**config.mk**
```make
export PLATFORM = sky130hd
export DESIGN_NAME = keymat_scanner
export DESIGN_NICKNAME = d
export VERILOG_FILES = /design/src/rtl/kms_pkg.sv /design/src/rtl/kms_sequencer.sv /design/src/rtl/kms_capture.sv /design/src/rtl/kms_confirm.sv /design/src/rtl/keymat_scanner.sv
export SDC_FILE = /design/constraint.sdc
export NUM_CORES = 1
export LEC_CHECK = 0
export CORE_UTILIZATION = 30
export CTS_BUF_LIST = sky130_fd_sc_hd__clkbuf_16
export CTS_CLUSTER_SIZE = 25
export DETAILED_ROUTE_END_ITERATION = 10
export HOLD_SLACK_MARGIN = 0.02
export PLACE_DENSITY_LB_ADDON = 0.25
export SYNTH_ARGS = -nofsm -noshare
export SYNTH_HDL_FRONTEND = slang
export SYNTH_SLANG_ARGS = --single-unit
```
**constraint.sdc**
```tcl
create_clock -name clk -period 3.88 [get_ports clk]
set_input_delay 0.776 -clock clk [delete_from_list [all_inputs] [get_ports clk]]
set_output_delay 0.776 -clock clk [all_outputs]
set_load 0.01 [all_outputs]
```
**src/rtl/kms_pkg.sv**
```systemverilog
package kms_pkg;
  typedef enum logic {
    SEQ_IDLE = 1'b0,
    SEQ_RUN  = 1'b1
  } seq_state_e;
endpackage

```
**src/rtl/kms_sequencer.sv**
```systemverilog
module kms_sequencer
  import kms_pkg::*;
#(
  parameter int N_SRC = 8,
  localparam int IDX_W = (N_SRC > 1) ? $clog2(N_SRC) : 1
) (
  input  logic             clk,
  input  logic             rst_n,
  input  logic             frame_tick,
  input  logic             scan_win,
  input  logic             scan_en,
  output logic [N_SRC-1:0] src_lines,
  output logic             src_active,
  output logic [IDX_W-1:0] step_idx,
  output logic             step_fire,
  output logic             frame_done
);
  seq_state_e       state_q, state_d;
  logic [IDX_W-1:0] idx_q, idx_d;
  logic             last_step;

  assign last_step  = (idx_q == IDX_W'(N_SRC - 1));
  assign step_fire  = scan_en && (state_q == SEQ_RUN) && scan_win && !frame_tick;
  assign frame_done = step_fire && last_step;
  assign src_active = step_fire;
  assign step_idx   = idx_q;

  generate
    for (genvar g = 0; g < N_SRC; g++) begin : g_src
      assign src_lines[g] = step_fire && (idx_q == IDX_W'(g));
    end
  endgenerate

  always_comb begin
    state_d = state_q;
    idx_d   = idx_q;
    if (!scan_en) begin
      state_d = SEQ_IDLE;
      idx_d   = '0;
    end else if (frame_tick) begin
      state_d = SEQ_RUN;
      idx_d   = '0;
    end else if (step_fire) begin
      if (last_step) begin
        state_d = SEQ_IDLE;
        idx_d   = '0;
      end else begin
        idx_d = idx_q + 1'b1;
      end
    end
  end

  always_ff @(posedge clk or negedge rst_n) begin
    if (!rst_n) begin
      state_q <= SEQ_IDLE;
      idx_q   <= '0;
    end else begin
      state_q <= state_d;
      idx_q   <= idx_d;
    end
  end

  assert_onehot_src_R2: assert property (@(posedge clk) disable iff (!rst_n)
    $onehot0(src_lines));
  assert_active_match_R3: assert property (@(posedge clk) disable iff (!rst_n)
    src_active == (src_lines != '0));
  assert_window_hold_R9: assert property (@(posedge clk) disable iff (!rst_n)
    (scan_en && !scan_win && !frame_tick) |=> $stable(idx_q));
  assert_quiet_after_sweep_R10: assert property (@(posedge clk) disable iff (!rst_n)
    frame_done |=> (src_lines == '0));
  assert_disabled_quiet_R8: assert property (@(posedge clk) disable iff (!rst_n)
    !scan_en |-> (src_lines == '0));
endmodule

```
**src/rtl/kms_capture.sv**
```systemverilog
module kms_capture #(
  parameter int N_SRC = 8,
  parameter int N_RET = 4,
  localparam int IDX_W = (N_SRC > 1) ? $clog2(N_SRC) : 1,
  localparam int IMG_W = N_SRC * N_RET
) (
  input  logic             clk,
  input  logic             rst_n,
  input  logic             scan_en,
  input  logic             step_fire,
  input  logic [IDX_W-1:0] step_idx,
  input  logic [N_RET-1:0] key_in,
  output logic [IMG_W-1:0] img_full
);
  logic [IMG_W-1:0] img_q, img_d;

  generate
    for (genvar g = 0; g < N_SRC; g++) begin : g_slot
      logic slot_hit;
      assign slot_hit = step_fire && (step_idx == IDX_W'(g));
      assign img_full[g*N_RET +: N_RET] = slot_hit ? key_in : img_q[g*N_RET +: N_RET];
    end
  endgenerate

  always_comb begin
    img_d = img_q;
    if (!scan_en)       img_d = '0;
    else if (step_fire) img_d = img_full;
  end

  always_ff @(posedge clk or negedge rst_n) begin
    if (!rst_n) img_q <= '0;
    else        img_q <= img_d;
  end

  assert_slot_capture_R4: assert property (@(posedge clk) disable iff (!rst_n)
    (scan_en && step_fire) |=> (img_q[$past(step_idx)*N_RET +: N_RET] == $past(key_in)));
endmodule

```
**src/rtl/kms_confirm.sv**
```systemverilog
module kms_confirm #(
  parameter int IMG_W = 32
) (
  input  logic             clk,
  input  logic             rst_n,
  input  logic             scan_en,
  input  logic             frame_done,
  input  logic [IMG_W-1:0] img_full,
  output logic [IMG_W-1:0] key_latch,
  output logic             key_req
);
  logic [IMG_W-1:0] prev_q, prev_d;
  logic [IMG_W-1:0] latch_q, latch_d;
  logic             req_q, req_d;
  logic             match;

  assign match = (img_full == prev_q);

  always_comb begin
    prev_d  = prev_q;
    latch_d = latch_q;
    req_d   = req_q;
    if (!scan_en) begin
      prev_d  = '0;
      latch_d = '0;
      req_d   = 1'b0;
    end else if (frame_done) begin
      prev_d = img_full;
      if (match) begin
        latch_d = img_full;
        req_d   = |img_full;
      end
    end
  end

  always_ff @(posedge clk or negedge rst_n) begin
    if (!rst_n) begin
      prev_q  <= '0;
      latch_q <= '0;
      req_q   <= 1'b0;
    end else begin
      prev_q  <= prev_d;
      latch_q <= latch_d;
      req_q   <= req_d;
    end
  end

  assign key_latch = latch_q;
  assign key_req   = req_q;

  assert_hold_between_R5: assert property (@(posedge clk) disable iff (!rst_n)
    (scan_en && !frame_done) |=> $stable(latch_q));
  assert_mismatch_hold_R5: assert property (@(posedge clk) disable iff (!rst_n)
    (scan_en && frame_done && !match) |=> $stable(latch_q));
  assert_req_tracks_R6: assert property (@(posedge clk) disable iff (!rst_n)
    req_q == (latch_q != '0));
  assert_clear_R8: assert property (@(posedge clk) disable iff (!rst_n)
    !scan_en |=> (latch_q == '0 && prev_q == '0 && !req_q));
endmodule

```
**src/rtl/keymat_scanner.sv**
```systemverilog
module keymat_scanner #(
  parameter int N_SRC = 8,
  parameter int N_RET = 4,
  localparam int IDX_W = (N_SRC > 1) ? $clog2(N_SRC) : 1,
  localparam int IMG_W = N_SRC * N_RET
) (
  input  logic             clk,
  input  logic             rst_n,
  input  logic             frame_tick,
  input  logic             scan_win,
  input  logic             scan_en,
  input  logic [N_RET-1:0] key_in,
  output logic [N_SRC-1:0] src_lines,
  output logic             src_active,
  output logic [IMG_W-1:0] key_latch,
  output logic             key_req
);
  logic [IDX_W-1:0] step_idx;
  logic             step_fire;
  logic             frame_done;
  logic [IMG_W-1:0] img_full;

  kms_sequencer #(.N_SRC(N_SRC)) u_seq (
    .clk(clk), .rst_n(rst_n), .frame_tick(frame_tick), .scan_win(scan_win),
    .scan_en(scan_en), .src_lines(src_lines), .src_active(src_active),
    .step_idx(step_idx), .step_fire(step_fire), .frame_done(frame_done)
  );

  kms_capture #(.N_SRC(N_SRC), .N_RET(N_RET)) u_cap (
    .clk(clk), .rst_n(rst_n), .scan_en(scan_en), .step_fire(step_fire),
    .step_idx(step_idx), .key_in(key_in), .img_full(img_full)
  );

  kms_confirm #(.IMG_W(IMG_W)) u_conf (
    .clk(clk), .rst_n(rst_n), .scan_en(scan_en), .frame_done(frame_done),
    .img_full(img_full), .key_latch(key_latch), .key_req(key_req)
  );
endmodule

```
==> reports/metrics.csv <==
metric,value,unit
grt_pass1_vias,4358,
vias,4433,
drv_cap,0,
num_rows,49,
slew_headroom,0.555,
portBuffers,50,
via_per_inst,5.26,
hp-class,in2async,
cts.repair.resized,0,
yosys.area.top_type,dfrtp_1,
hold_slack,424,ps
overflow,0,
ys_seq_area_frac,0.455,
grt_max_degree,69,
yosysWarnings,0,
synth_ff_type,dfrtp_1,
async_reset_ff_frac,1.00,
skew,8.64,ps
min_period,3620,ps
worst_setup_path_end_kind,output pin,
area_growth_syn_to_layout,20.9,%
antenna_left,0,
ir_drop,0.202,mV
dpl-instance-area,6410,sq um
antenna_found_initial,0,
numCtsBuffers,9,
dp.cells,827,
wl_per_cell,19.1,um
setup_violations,0,
synth.avg_cell_area,9.95,sq um
cts_max_level,3,
synth_edf_count,0,
syn_nets,573,
syn_inst,558,
fmax,276,MHz
crit_path_start_kind,input pin,
synth_common_cells,"dfrtp_1 (101), o21ai_0 (40), nand2_1 (38), nand3_1 (38), mux2i_1 (36)",
rsz0062_at_grt,no,
hold_buffers,0,
hpwl,11600,um
critPathArrivalTime,2840,ps
die_y,138,um
gp_congestion,0.908,
post-place-ws,31.1,ps
seqPwrFrac,0.499,
yosysTopAreaCellShare,0.455,
fin_cells,843,
synth.area.top_cells,"dfrtp_1 (46%), mux2i_1 (6.5%), mux2_4 (4.3%)",
p_int,1.60,mW
pwr-share-comb,0.054,
required,3100,ps
clockBufferDepth,2,
switching_share,0.246,
netSwitchingPower,0.522,mW
p_per_area,316,nW/um^2
n_fill_cell,1812,
post-cts-setup-buffers,0,
seqCellArea,2530,sq um
worst_skew_pair.late_latency,360,ps
p_clk_frac,0.448,
ys_types,61,
cts_root_buf,clkbuf_16,
finalMaxSlewViolations,0,
drc,0,
finalCritPeriodShare,0.932,
drt_iter0_drc,318,
io_pins,51,
crit_fanout,8,
drive_gt1_frac,0.153,
tns,0,ps
diodes,0,
syn-cell-area,5550,sq um
multi_input_area,2700,sq um
fin_nets,624,
p_leak,3.02,nW
clk_pin_slew,80,ps
cts.sinks,101,
track_usage,0.172,
grt_pass1_wl,25500,um
tritoncts,built,
die_area,19100,sq um
yosysMostFrequentCell,dfrtp_1,
critical_path_class,in2out,
finalHoldViolCount,0,
first_pass_iters,5,
ys_ff_latch,101,
stdcell_area,6710,sq um
start_util,0.308,
wl,16100,um
layout_setup_ws,262,ps
worst_slew_pin_slew,667,ps
core,18000,sq um
die_w,138,um
status,"finished, final reports clean",
power by group through the flow:
stage,clock (mW),sequential (mW),combinational (mW)
2_1_floorplan,0,1.08,0.0548
3_3_place_gp,0,1.08,0.115
3_5_place_dp,0,1.08,0.115
4_1_cts,0.967,1.06,0.115
5_1_grt,1.00,1.06,0.125
6_report,0.949,1.06,0.114
path summary, 6_finish.rpt:
| kind | to | slack [ps] | cells past startpoint | from |
|---|---|---|---|---|
| worst max-delay path | src_lines[1] | 260 | 5 | scan_win |
| min in group clk | u_conf.prev_q[21]$_DFFE_PN0P_ | 510 | 2 | u_conf.prev_q[21]$_DFFE_PN0P_ |
| worst max register to register | u_conf.key_latch[30]$_DFFE_PN0P_ | 490 | 9 | u_seq.step_idx[2]$_DFFE_PN0P_ |
| worst min-delay path | u_conf.key_latch[19]$_DFFE_PN0P_ | 420 | 1 | rst_n |
| worst min register to register | u_conf.prev_q[21]$_DFFE_PN0P_ | 510 | 2 | u_conf.prev_q[21]$_DFFE_PN0P_ |
| max in group asynchronous | u_conf.prev_q[24]$_DFFE_PN0P_ | 2630 | 2 | rst_n |
logic make-up after synthesis:
kind of cell / after synthesis / share of synthesized area
buffers and inverters: 73 / 0.0599
muxes: 55 / 0.114
adders and majority gates: 6 / 0.0135
and+or+nand+nor: 182 / 0.182
xor gates and xnor gates: 14 / 0.0221
AOI/OAI and AO/OA: 127 / 0.153
DFF: 101 / 0.455
state kept, by name (all words and copies together) (netlist names):
signal and cells:
u_cap.img_q 32, u_conf.key_latch 32, u_conf.prev_q 32, u_seq.step_idx 3, u_conf.key_req 1, u_seq.state_q 1
final cells by class:
cell class | instances | share of cell area
multi-input combinational | 384 | 0.402
sequential | 101 | 0.376
timing repair buffer | 84 | 0.117
tap | 229 | 0.0427
clock buffer | 9 | 0.0335
inverter | 29 | 0.0166
clock inverter | 7 | 0.0121
cells in the final DEF, fill, tap and decap left out, types with 6 or more instances in the layout:
master / instances
a21boi_0: 11
a21oi_1: 17
a31o_2: 13
and2_1: 21
buf_4: 32
clkbuf_16: 9
clkdlybuf4s50_1: 48
dfrtp_1: 101
ha_1: 6
inv_1: 26
mux2_4: 16
mux2i_1: 36
nand2_1: 37
nand2b_1: 6
nand3_1: 38
nand4_1: 8
nor2_1: 16
nor2b_1: 16
nor3_1: 13
nor4_1: 8
o21ai_0: 40
o22ai_1: 9
xnor2_1: 7
xor2_1: 7
critical path, stage by stage:
cell and delay [ps]:
clkdlybuf4s50_1 640, nand3b_2 250, nor2_2 440, buf_4 200, clkdlybuf4s50_1 530
per-layer routing:
metal / share of wire / track usage
met2: 0.46 / 0.266
met1: 0.47 / 0.237
met3: 0.045 / 0.0371
met5: 0 / 0
met4: 0.016 / 0.0578
per-stage QoR:
stage	total power, mW	util
finish	2.12	0.372
detailed placement	1.19	0.355
global route	2.19	0.372
global placement	1.19	0.355
CTS	2.14	0.372
floorplan	1.13	-
Power figures use the tool's default switching activity.
